===== config.mk =====
export PLATFORM = sky130hd
export DESIGN_NAME = termline_ctl
export DESIGN_NICKNAME = d
export VERILOG_FILES = /design/src/rtl/termline_pkg.sv /design/src/rtl/termline_tx_timer.sv /design/src/rtl/termline_lane.sv /design/src/rtl/termline_skip.sv /design/src/rtl/termline_ctl.sv
export SDC_FILE = /design/constraint.sdc
export NUM_CORES = 2
export LEC_CHECK = 0
export ABC_AREA = 1
export BUFFER_PORTS_ARGS = -buffer_cell sky130_fd_sc_hd__clkbuf_2
export CAP_MARGIN = 20
export CORE_MARGIN = 2
export CORE_UTILIZATION = 45
export DETAILED_ROUTE_END_ITERATION = 10
export SLEW_MARGIN = 0
export SYNTH_ARGS = -nofsm -noshare
export SYNTH_HDL_FRONTEND = slang
export SYNTH_HIERARCHICAL = 1
export SYNTH_SLANG_ARGS = --single-unit
export TNS_END_PERCENT = 5

===== constraint.sdc =====
create_clock -name clk -period 3.55 [get_ports clk]
set_input_delay 0.355 -clock clk [delete_from_list [all_inputs] [get_ports clk]]
set_output_delay 0.355 -clock clk [all_outputs]
set_load 0.03 [all_outputs]

===== src/rtl/termline_pkg.sv =====
package termline_pkg;

    localparam int WORD_W       = 24;
    localparam int CHAR_W       = 8;
    localparam int CMD_CHAR_LSB = 16;
    localparam int CMD_NOXMT    = 15;
    localparam int CMD_XIE      = 14;
    localparam int CMD_CTL      = 13;
    localparam int SKB_XBE      = 9;
    localparam int SKB_CRO      = 8;
    localparam int SKB_DSR      = 7;
    localparam int SKA_LINE_LSB = 7;

    typedef enum logic [1:0] {
        EV_RX   = 2'd0,
        EV_TX   = 2'd1,
        EV_CON  = 2'd2,
        EV_COFF = 2'd3
    } ev_kind_e;
    localparam int EV_COUNT = 4;

    typedef struct packed {
        logic dsr;
        logic carrier;
        logic overrun;
        logic pending;
        logic txie;
        logic enabled;
    } line_stat_t;

    typedef struct packed {
        logic [CHAR_W-1:0] ch;
        logic              no_xmt;
        logic              xie;
        logic              ctl;
    } cmd_t;

    function automatic cmd_t decode_cmd(input logic [WORD_W-1:0] w);
        cmd_t c;
        c.ch     = w[CMD_CHAR_LSB +: CHAR_W];
        c.no_xmt = w[CMD_NOXMT];
        c.xie    = w[CMD_XIE];
        c.ctl    = w[CMD_CTL];
        return c;
    endfunction

    function automatic line_stat_t idle_stat(input logic conn);
        line_stat_t s;
        s         = '0;
        s.carrier = conn;
        s.dsr     = conn;
        return s;
    endfunction

endpackage


===== src/rtl/termline_tx_timer.sv =====
module termline_tx_timer #(
    parameter int TICKS = 12
) (
    input  logic clk,
    input  logic rst,
    input  logic start,
    input  logic cancel,
    output logic busy,
    output logic done
);
    localparam int CW = $clog2(TICKS + 1);

    logic [CW-1:0] cnt;

    always_ff @(posedge clk) begin
        if (rst)                cnt <= '0;
        else if (start)         cnt <= CW'(TICKS);
        else if (cancel)        cnt <= '0;
        else if (cnt != '0)     cnt <= cnt - 1'b1;
    end

    assign busy = (cnt != '0);
    assign done = (cnt == CW'(1)) && !start && !cancel;
endmodule


===== src/rtl/termline_lane.sv =====
module termline_lane
    import termline_pkg::*;
#(
    parameter int TICKS = 12
) (
    input  logic                clk,
    input  logic                rst,
    input  logic                mode_b,
    input  logic                connected,
    input  logic                ack_hit,
    input  logic                rx_hit,
    input  logic [CHAR_W-1:0]   rx_char,
    input  logic                conn_hit,
    input  logic                cmd_hit,
    input  cmd_t                cmd,
    input  logic                lrst_hit,
    output line_stat_t          stat,
    output logic [CHAR_W-1:0]   rbuf,
    output logic [CHAR_W-1:0]   xbuf,
    output logic                tx_busy,
    output logic                tx_start,
    output logic [EV_COUNT-1:0] ev_set,
    output logic [EV_COUNT-1:0] ev_clr
);
    line_stat_t          nxt;
    logic [CHAR_W-1:0]   nrb, nxb;
    logic                start_n, cancel_n, tx_done;
    logic [EV_COUNT-1:0] set_n, clr_n;
    logic                en_path;

    // Mode A enables on ctl=1, mode B enables on ctl=0
    assign en_path = mode_b ^ cmd.ctl;

    termline_tx_timer #(.TICKS(TICKS)) tmr_i (
        .clk    (clk),
        .rst    (rst),
        .start  (start_n),
        .cancel (cancel_n),
        .busy   (tx_busy),
        .done   (tx_done)
    );

    always_comb begin
        nxt      = stat;
        nrb      = rbuf;
        nxb      = xbuf;
        start_n  = 1'b0;
        cancel_n = 1'b0;
        set_n    = '0;
        clr_n    = '0;
        if (ack_hit) begin
            nxt.pending = 1'b0;
            nxt.overrun = 1'b0;
        end
        if (rx_hit) begin
            if (nxt.pending) nxt.overrun = 1'b1;
            else             nxt.pending = 1'b1;
            nrb           = rx_char;
            set_n[EV_RX]  = 1'b1;
        end
        if (conn_hit && mode_b && stat.enabled) begin
            nxt.carrier   = 1'b1;
            nxt.dsr       = 1'b1;
            set_n[EV_CON] = 1'b1;
        end
        if (cmd_hit) begin
            if (en_path) begin
                if (!cmd.no_xmt) begin
                    nxb     = cmd.ch;
                    start_n = 1'b1;
                end
                nxt.txie    = cmd.xie;
                nxt.enabled = 1'b1;
            end else if (mode_b && connected) begin
                nxt            = idle_stat(1'b1);
                cancel_n       = 1'b1;
                clr_n[EV_RX]   = 1'b1;
                clr_n[EV_TX]   = 1'b1;
                clr_n[EV_CON]  = 1'b1;
                set_n[EV_COFF] = 1'b1;
            end else begin
                nxt.enabled = 1'b0;
            end
        end
        if (tx_done && stat.txie) set_n[EV_TX] = 1'b1;
        if (lrst_hit) begin
            nxt      = idle_stat(connected);
            start_n  = 1'b0;
            cancel_n = 1'b1;
            clr_n    = '1;
        end
    end

    always_ff @(posedge clk) begin
        if (rst) begin
            stat     <= '0;
            rbuf     <= '0;
            xbuf     <= '0;
            tx_start <= 1'b0;
            ev_set   <= '0;
            ev_clr   <= '0;
        end else begin
            stat     <= nxt;
            rbuf     <= nrb;
            xbuf     <= nxb;
            tx_start <= start_n;
            ev_set   <= set_n & ~clr_n;
            ev_clr   <= clr_n;
        end
    end
endmodule


===== src/rtl/termline_skip.sv =====
module termline_skip
    import termline_pkg::*;
#(
    parameter int NUM_LINES = 32,
    parameter int LINE_W    = 5
) (
    input  logic                 mode_b,
    input  logic [WORD_W-1:0]    word,
    input  logic [NUM_LINES-1:0] busy,
    input  logic [NUM_LINES-1:0] carrier,
    input  logic [NUM_LINES-1:0] dsr,
    output logic                 take
);
    logic [LINE_W-1:0] ln_b, ln_a;
    logic              req_xbe, req_cro, req_dsr;

    assign ln_b    = word[LINE_W-1:0];
    assign ln_a    = word[SKA_LINE_LSB +: LINE_W];
    assign req_xbe = word[SKB_XBE];
    assign req_cro = word[SKB_CRO];
    assign req_dsr = word[SKB_DSR];

    always_comb begin
        if (mode_b) begin
            take = (req_xbe || req_cro || req_dsr)
                && (!req_xbe || !busy[ln_b])
                && (!req_cro || carrier[ln_b])
                && (!req_dsr || dsr[ln_b]);
        end else begin
            take = !busy[ln_a];
        end
    end
endmodule


===== src/rtl/termline_ctl.sv =====
module termline_ctl
    import termline_pkg::*;
#(
    parameter int NUM_LINES = 32,
    parameter int LINE_W    = $clog2(NUM_LINES),
    parameter int TX_TICKS  = 12
) (
    input  logic                          clk,
    input  logic                          rst,
    input  logic                          mode_b,
    input  logic [NUM_LINES-1:0]          connected,
    input  logic                          cmd_valid,
    input  logic [WORD_W-1:0]             cmd_word,
    input  logic                          rx_valid,
    input  logic [LINE_W-1:0]             rx_line,
    input  logic [CHAR_W-1:0]             rx_char,
    input  logic                          rx_break,
    input  logic                          conn_valid,
    input  logic [LINE_W-1:0]             conn_line,
    input  logic                          lrst_valid,
    input  logic [LINE_W-1:0]             lrst_line,
    input  logic [LINE_W-1:0]             rd_line,
    input  logic                          rd_ack,
    output logic [5:0]                    rd_status,
    output logic [CHAR_W-1:0]             rd_rbuf,
    output logic [CHAR_W-1:0]             rd_xbuf,
    output logic                          rd_tx_busy,
    input  logic [WORD_W-1:0]             skip_word,
    output logic                          skip_take,
    output logic [NUM_LINES-1:0]          tx_start,
    output logic [NUM_LINES*EV_COUNT-1:0] evt_set,
    output logic [NUM_LINES*EV_COUNT-1:0] evt_clr
);
    line_stat_t          stat_v [NUM_LINES];
    logic [CHAR_W-1:0]   rbuf_v [NUM_LINES];
    logic [CHAR_W-1:0]   xbuf_v [NUM_LINES];
    logic [NUM_LINES-1:0] busy_v, car_v, dsr_v;
    logic [LINE_W-1:0]   cmd_line;
    cmd_t                cmd_d;
    logic [CHAR_W-1:0]   rx_eff;
    logic                unused_word_bits;

    assign cmd_line         = cmd_word[LINE_W-1:0];
    assign cmd_d            = decode_cmd(cmd_word);
    assign rx_eff           = rx_break ? '0 : rx_char;
    assign unused_word_bits = ^{cmd_word, skip_word};

    for (genvar g = 0; g < NUM_LINES; g++) begin : g_lane
        termline_lane #(.TICKS(TX_TICKS)) lane_i (
            .clk       (clk),
            .rst       (rst),
            .mode_b    (mode_b),
            .connected (connected[g]),
            .ack_hit   (rd_ack && (rd_line == LINE_W'(g))),
            .rx_hit    (rx_valid && (rx_line == LINE_W'(g))),
            .rx_char   (rx_eff),
            .conn_hit  (conn_valid && (conn_line == LINE_W'(g))),
            .cmd_hit   (cmd_valid && (cmd_line == LINE_W'(g))),
            .cmd       (cmd_d),
            .lrst_hit  (lrst_valid && (lrst_line == LINE_W'(g))),
            .stat      (stat_v[g]),
            .rbuf      (rbuf_v[g]),
            .xbuf      (xbuf_v[g]),
            .tx_busy   (busy_v[g]),
            .tx_start  (tx_start[g]),
            .ev_set    (evt_set[g*EV_COUNT +: EV_COUNT]),
            .ev_clr    (evt_clr[g*EV_COUNT +: EV_COUNT])
        );
        assign car_v[g] = stat_v[g].carrier;
        assign dsr_v[g] = stat_v[g].dsr;
    end

    assign rd_status  = stat_v[rd_line];
    assign rd_rbuf    = rbuf_v[rd_line];
    assign rd_xbuf    = xbuf_v[rd_line];
    assign rd_tx_busy = busy_v[rd_line];

    termline_skip #(.NUM_LINES(NUM_LINES), .LINE_W(LINE_W)) skip_i (
        .mode_b  (mode_b),
        .word    (skip_word),
        .busy    (busy_v),
        .carrier (car_v),
        .dsr     (dsr_v),
        .take    (skip_take)
    );
endmodule


==> summary by stage <==
Status
The flow ran to the end, and the final reports show no timing, DRC or antenna violations.

Worst setup path
The cell with the largest stage delay on the worst path is dfxtp_1. STA classifies the critical path startpoint as a flop. The kind of critical path is reg2out. The biggest cell delay along the critical path is 0.34 ns.

Along the worst path, the maximum fanout reaches 7. STA classifies the critical path endpoint as a primary output. STA puts the critical path data arrival time at slightly above 3 ns. The required time of the worst setup path is approximately 3.2 ns. Traced cell by cell, the critical path runs through inv_1, ha_1, nand2_2, nand2_1, nand3_1, nand3_1, nand2_1, nand2_1, nand3_1, nand3_1, nand2_1, o21bai_1, clkbuf_2.

Clock network
Counting every sink on the clock net gives 1056. Counting along the longest clock path gives a buffer depth of 3. TritonCTS created roughly 120 clock buffers. Clock-pin slew was measured on the worst setup and hold paths at about 0.060 ns. TritonCTS built the clock tree. After clock tree synthesis, the repair step resized 0 gates. In this run the post-CTS setup repair buffer count came out at 0. For this design, the CTS-stage hold fixing added 34 buffers.

The latest clock arrival within the worst-skew pair is ~0.79 ns. The maximum level of the CTS H-tree is 3. CTS placed an instance of clkbuf_16 at the clock tree root.

STA
The worst pin sits at a relative slew slack of about a fifth. In the finished design, the share of the clock period the worst path needs comes to a little over nine tenths. For the pin with the worst max-slew slack, the measured transition is ~1.2 ns. The final hold violation count is 0. Based on the critical path, the design can be clocked at up to 294.1 MHz. After layout, the minimum clock period comes to 3.400 ns. The final worst clock skew is 0.04320 ns. Setup repair after global routing left no endpoint under its margin.

The tightest hold path in the finished design has a slack of between 0.07 and 0.08 ns. The aggregate negative setup slack is 0 ns. The final number of max-transition violations came to 0. Setup violations remaining at the end of the flow were counted as 0.

Logic synthesis
A synthesized cell averages 6.308 µm². Counting flops and latches in the post-synthesis netlist gives between 1000 and 1500. The synthesized design spends more area on one cell type than any other, namely dfxtp_1. Ranked by total cell area, the synthesized netlist is headed by dfxtp_1 (37%), nand2_1 (20%), nor2_1 (10%).

The share of the Yosys chip area taken by registers is a little under two fifths. The count of warnings emitted by yosys is 6. Yosys mapped the design onto 31 distinct sky130hd cell types. Synthesis produced a netlist with a net count of 9171. The area of the mapped netlist is ~57000 µm².

After technology mapping, the gate count stands at roughly 9000. The area share of the largest cell type after synthesis is 37.41%.

Finish
The area growth from synthesis to layout is 15.78%. The top cell types in the final layout, fill and taps aside, are nand2_1 (3027), nor2_1 (1507), inv_1 (1291), dfxtp_1 (1056), clkbuf_2 (400). Leaving out fill and tap cells, the most frequent cell in the layout is nand2_1. The number of inserted filler cells in the final layout is roughly 13000.

Once layout is done, the placed cells without fillers occupy 65420 µm². The fraction of layout instances using a drive strength above 1 is 11.93%. The post-route non-filler standard cell count is 11150. The final net count is slightly below 10000.

Routing
Detailed routing inserted a total of ~58000 vias. The remaining number of nets flagged by the antenna check after routing is 0. The average wire length per cell after detail routing is a little over 20 µm. For this block, the initial DRC count from the detailed router was approximately 7400. The number of search-and-repair iterations in the first detailed-routing pass is 6.

Using the TritonRoute via totals, the vias-per-cell ratio works out to 5.196. The number of design rule violations left after detail routing is 0. The final wirelength is between 200000 and 250000 µm.

Floorplan
The top-level I/O count is between 400 and 500. The die extent in y is 358.4 µm. The number of standard-cell rows in the floorplan is 130. The effective utilization at floorplan is a little under half. The chip width is roughly 360 µm. The total area inside the core boundary comes to between 100000 and 150000 µm². The die outline area is 128400 µm².

Power and ir drop
In this run switching power makes up 33.90% of total power. The combinational fraction of design power is between 20% and 30%. In this run, the clock network consumes 38.7% of the power.

The proportion of power drawn by flip-flops and latches is between 30 and 40%. For this design the ratio of total power to cell area is roughly 550 nW/µm². In this run the power spent charging and discharging nets is 12.26 mW.

The reported leakage power is ~34 nW. The total power after layout is around 36 mW. VDD sags by at most approximately 0.47 mV. Cell internal power was estimated by the tool at 23.90 mW.

GRT
The number of antenna violations at the first check in global routing came to 11. The maximum number of pins on one net before global-route repair is 90. The routing layer with the top usage in global route is met1. Global routing used a little over a third of the available tracks across all layers. The global-route track usage on met1 is 49.91%.

The via count of the first global-routing pass was between 50000 and 60000. After global routing the overflow that remains totals 0. The met2 usage in global routing is 49.39%. For this run, global-route usage on met3 was measured as under 10%.

The wire length of the first global-routing pass is 331400 µm.

Run
Across the run, the number of max-cap violations was 0.

Placed design
The placed instances occupy a cell area of 60640 µm². The count of buffers added on input and output ports is slightly above 400. Routability-driven placement finished with a final weighted congestion of between 1 and 1.5. The number of placed instances, taps included, is about 11000. The HPWL after detailed placement is between 150000 and 200000 µm.

Hold path
The class of the tightest hold or removal check is in2reg.
-- power by group through the flow --
stage / Combinational [mW] / Sequential [mW] / Clock [mW]
final: 8.81 / 13.4 / 14.0
after detailed placement: 8.57 / 13.6 / 0
after global placement: 8.36 / 13.6 / 0
after floorplan: 5.90 / 13.5 / 0
after CTS: 8.67 / 13.4 / 14.1
after global routing: 9.70 / 13.5 / 14.6
-- worst paths after layout --
check / startpoint / to / cells past startpoint / slack (ns)
setup / recovery: g_lane[26].lane_i/tmr_i/cnt[0]$_SDFFE_PP0N_ / skip_take / 13 / 0.15
hold / removal: rst / g_lane[27].lane_i/tmr_i/cnt[2]$_SDFFE_PP0P_ / 2 / 0.08
setup reg to reg: g_lane[10].lane_i/tmr_i/cnt[0]$_SDFFE_PP0N_ / g_lane[10].lane_i/tmr_i/cnt[1]$_SDFFE_PP0N_ / 5 / 2.13
hold reg to reg: g_lane[23].lane_i/stat[1]$_SDFFE_PP0P_ / g_lane[23].lane_i/ev_set[1]$_SDFF_PP0_ / 2 / 0.47
-- Yosys cell counts --
master and number:
buf_4 95, nor3_1 32, dfxtp_1 1056, buf_1 6, buf_2 109, o21ai_1 23, nor2_1 1519, xor2_1 32
nand4_1 288, nand2_2 64, inv_4 1, inv_1 1291, and3_1 32, a31oi_1 1, o21bai_1 33, ha_1 96
clkbuf_1 71, buf_12 1, nand3_1 325, o21ai_0 260, nor2_8 32, nand2_1 3030, nor2_2 65, nand2_4 32
clkinv_1 33, inv_2 36, buf_6 20, a21oi_1 279, a21oi_2 32, a211oi_2 32, nand3_4 32
-- state kept, by name (all words and copies together) (netlist names) --
register,cells
g_lane.lane_i/ev_clr,64
g_lane.lane_i/ev_set,128
g_lane.lane_i/tmr_i/cnt,128
g_lane.lane_i/tx_start,32
g_lane.lane_i/stat,192
g_lane.lane_i/rbuf,256
g_lane.lane_i/xbuf,256
-- through the flow --
| stage | setup slack [ns] | utilization [%] |
|---|---|---|
| floorplan | 1.510 | - |
| global placement | 0.3917 | 48.48 |
| detailed placement | 0.4142 | 48.48 |
| CTS | 0.1801 | 52.29 |
| global route | 0.01426 | 52.30 |
| finish | 0.1501 | 52.30 |
-- metal layers --
| metal | wire length (µm) | vias to the layer above |
|---|---|---|
| met5 | 52 | - |
| met4 | 11120 | 8 |
| met3 | 26360 | 475 |
| met2 | 92060 | 2895 |
| met1 | 99950 | 26400 |
| li1 | - | 28160 |
-- worst max-delay path: cells and delay by family (launching register included) --
kind | cells | cell delay, ns
compound gates | 1 | 0.28
simple gates | 9 | 1.02
buf+inv | 2 | 0.40
flops | 1 | 0.34
fa+ha+maj | 1 | 0.22
-- final cells by class --
cell class	instances	area, µm²	share of cell area (%)
well taps	1650	2064	3.156
diodes	6	15.01	0.02295
repair buffers	614	4099	6.265
inverters	1361	5119	7.824
clock inverters	66	1007	1.540
multi-input cells	6239	28560	43.65
flip-flops and latches	1056	21140	32.31
clock buffers	159	3421	5.229
-- cells by family (layout without fill, tap and decap cells) --
logic type	count (synthesis)	after routing	share of synthesized area [%]
fa+ha+maj	96	96	2.126
buf+inv	1663	2200	12.22
other cells	0	6	0
compound gates	660	660	6.632
xor+xnor	32	32	0.4960
simple gates	5451	5451	41.12
flops	1056	1056	37.41
Power figures use the tool's default switching activity.
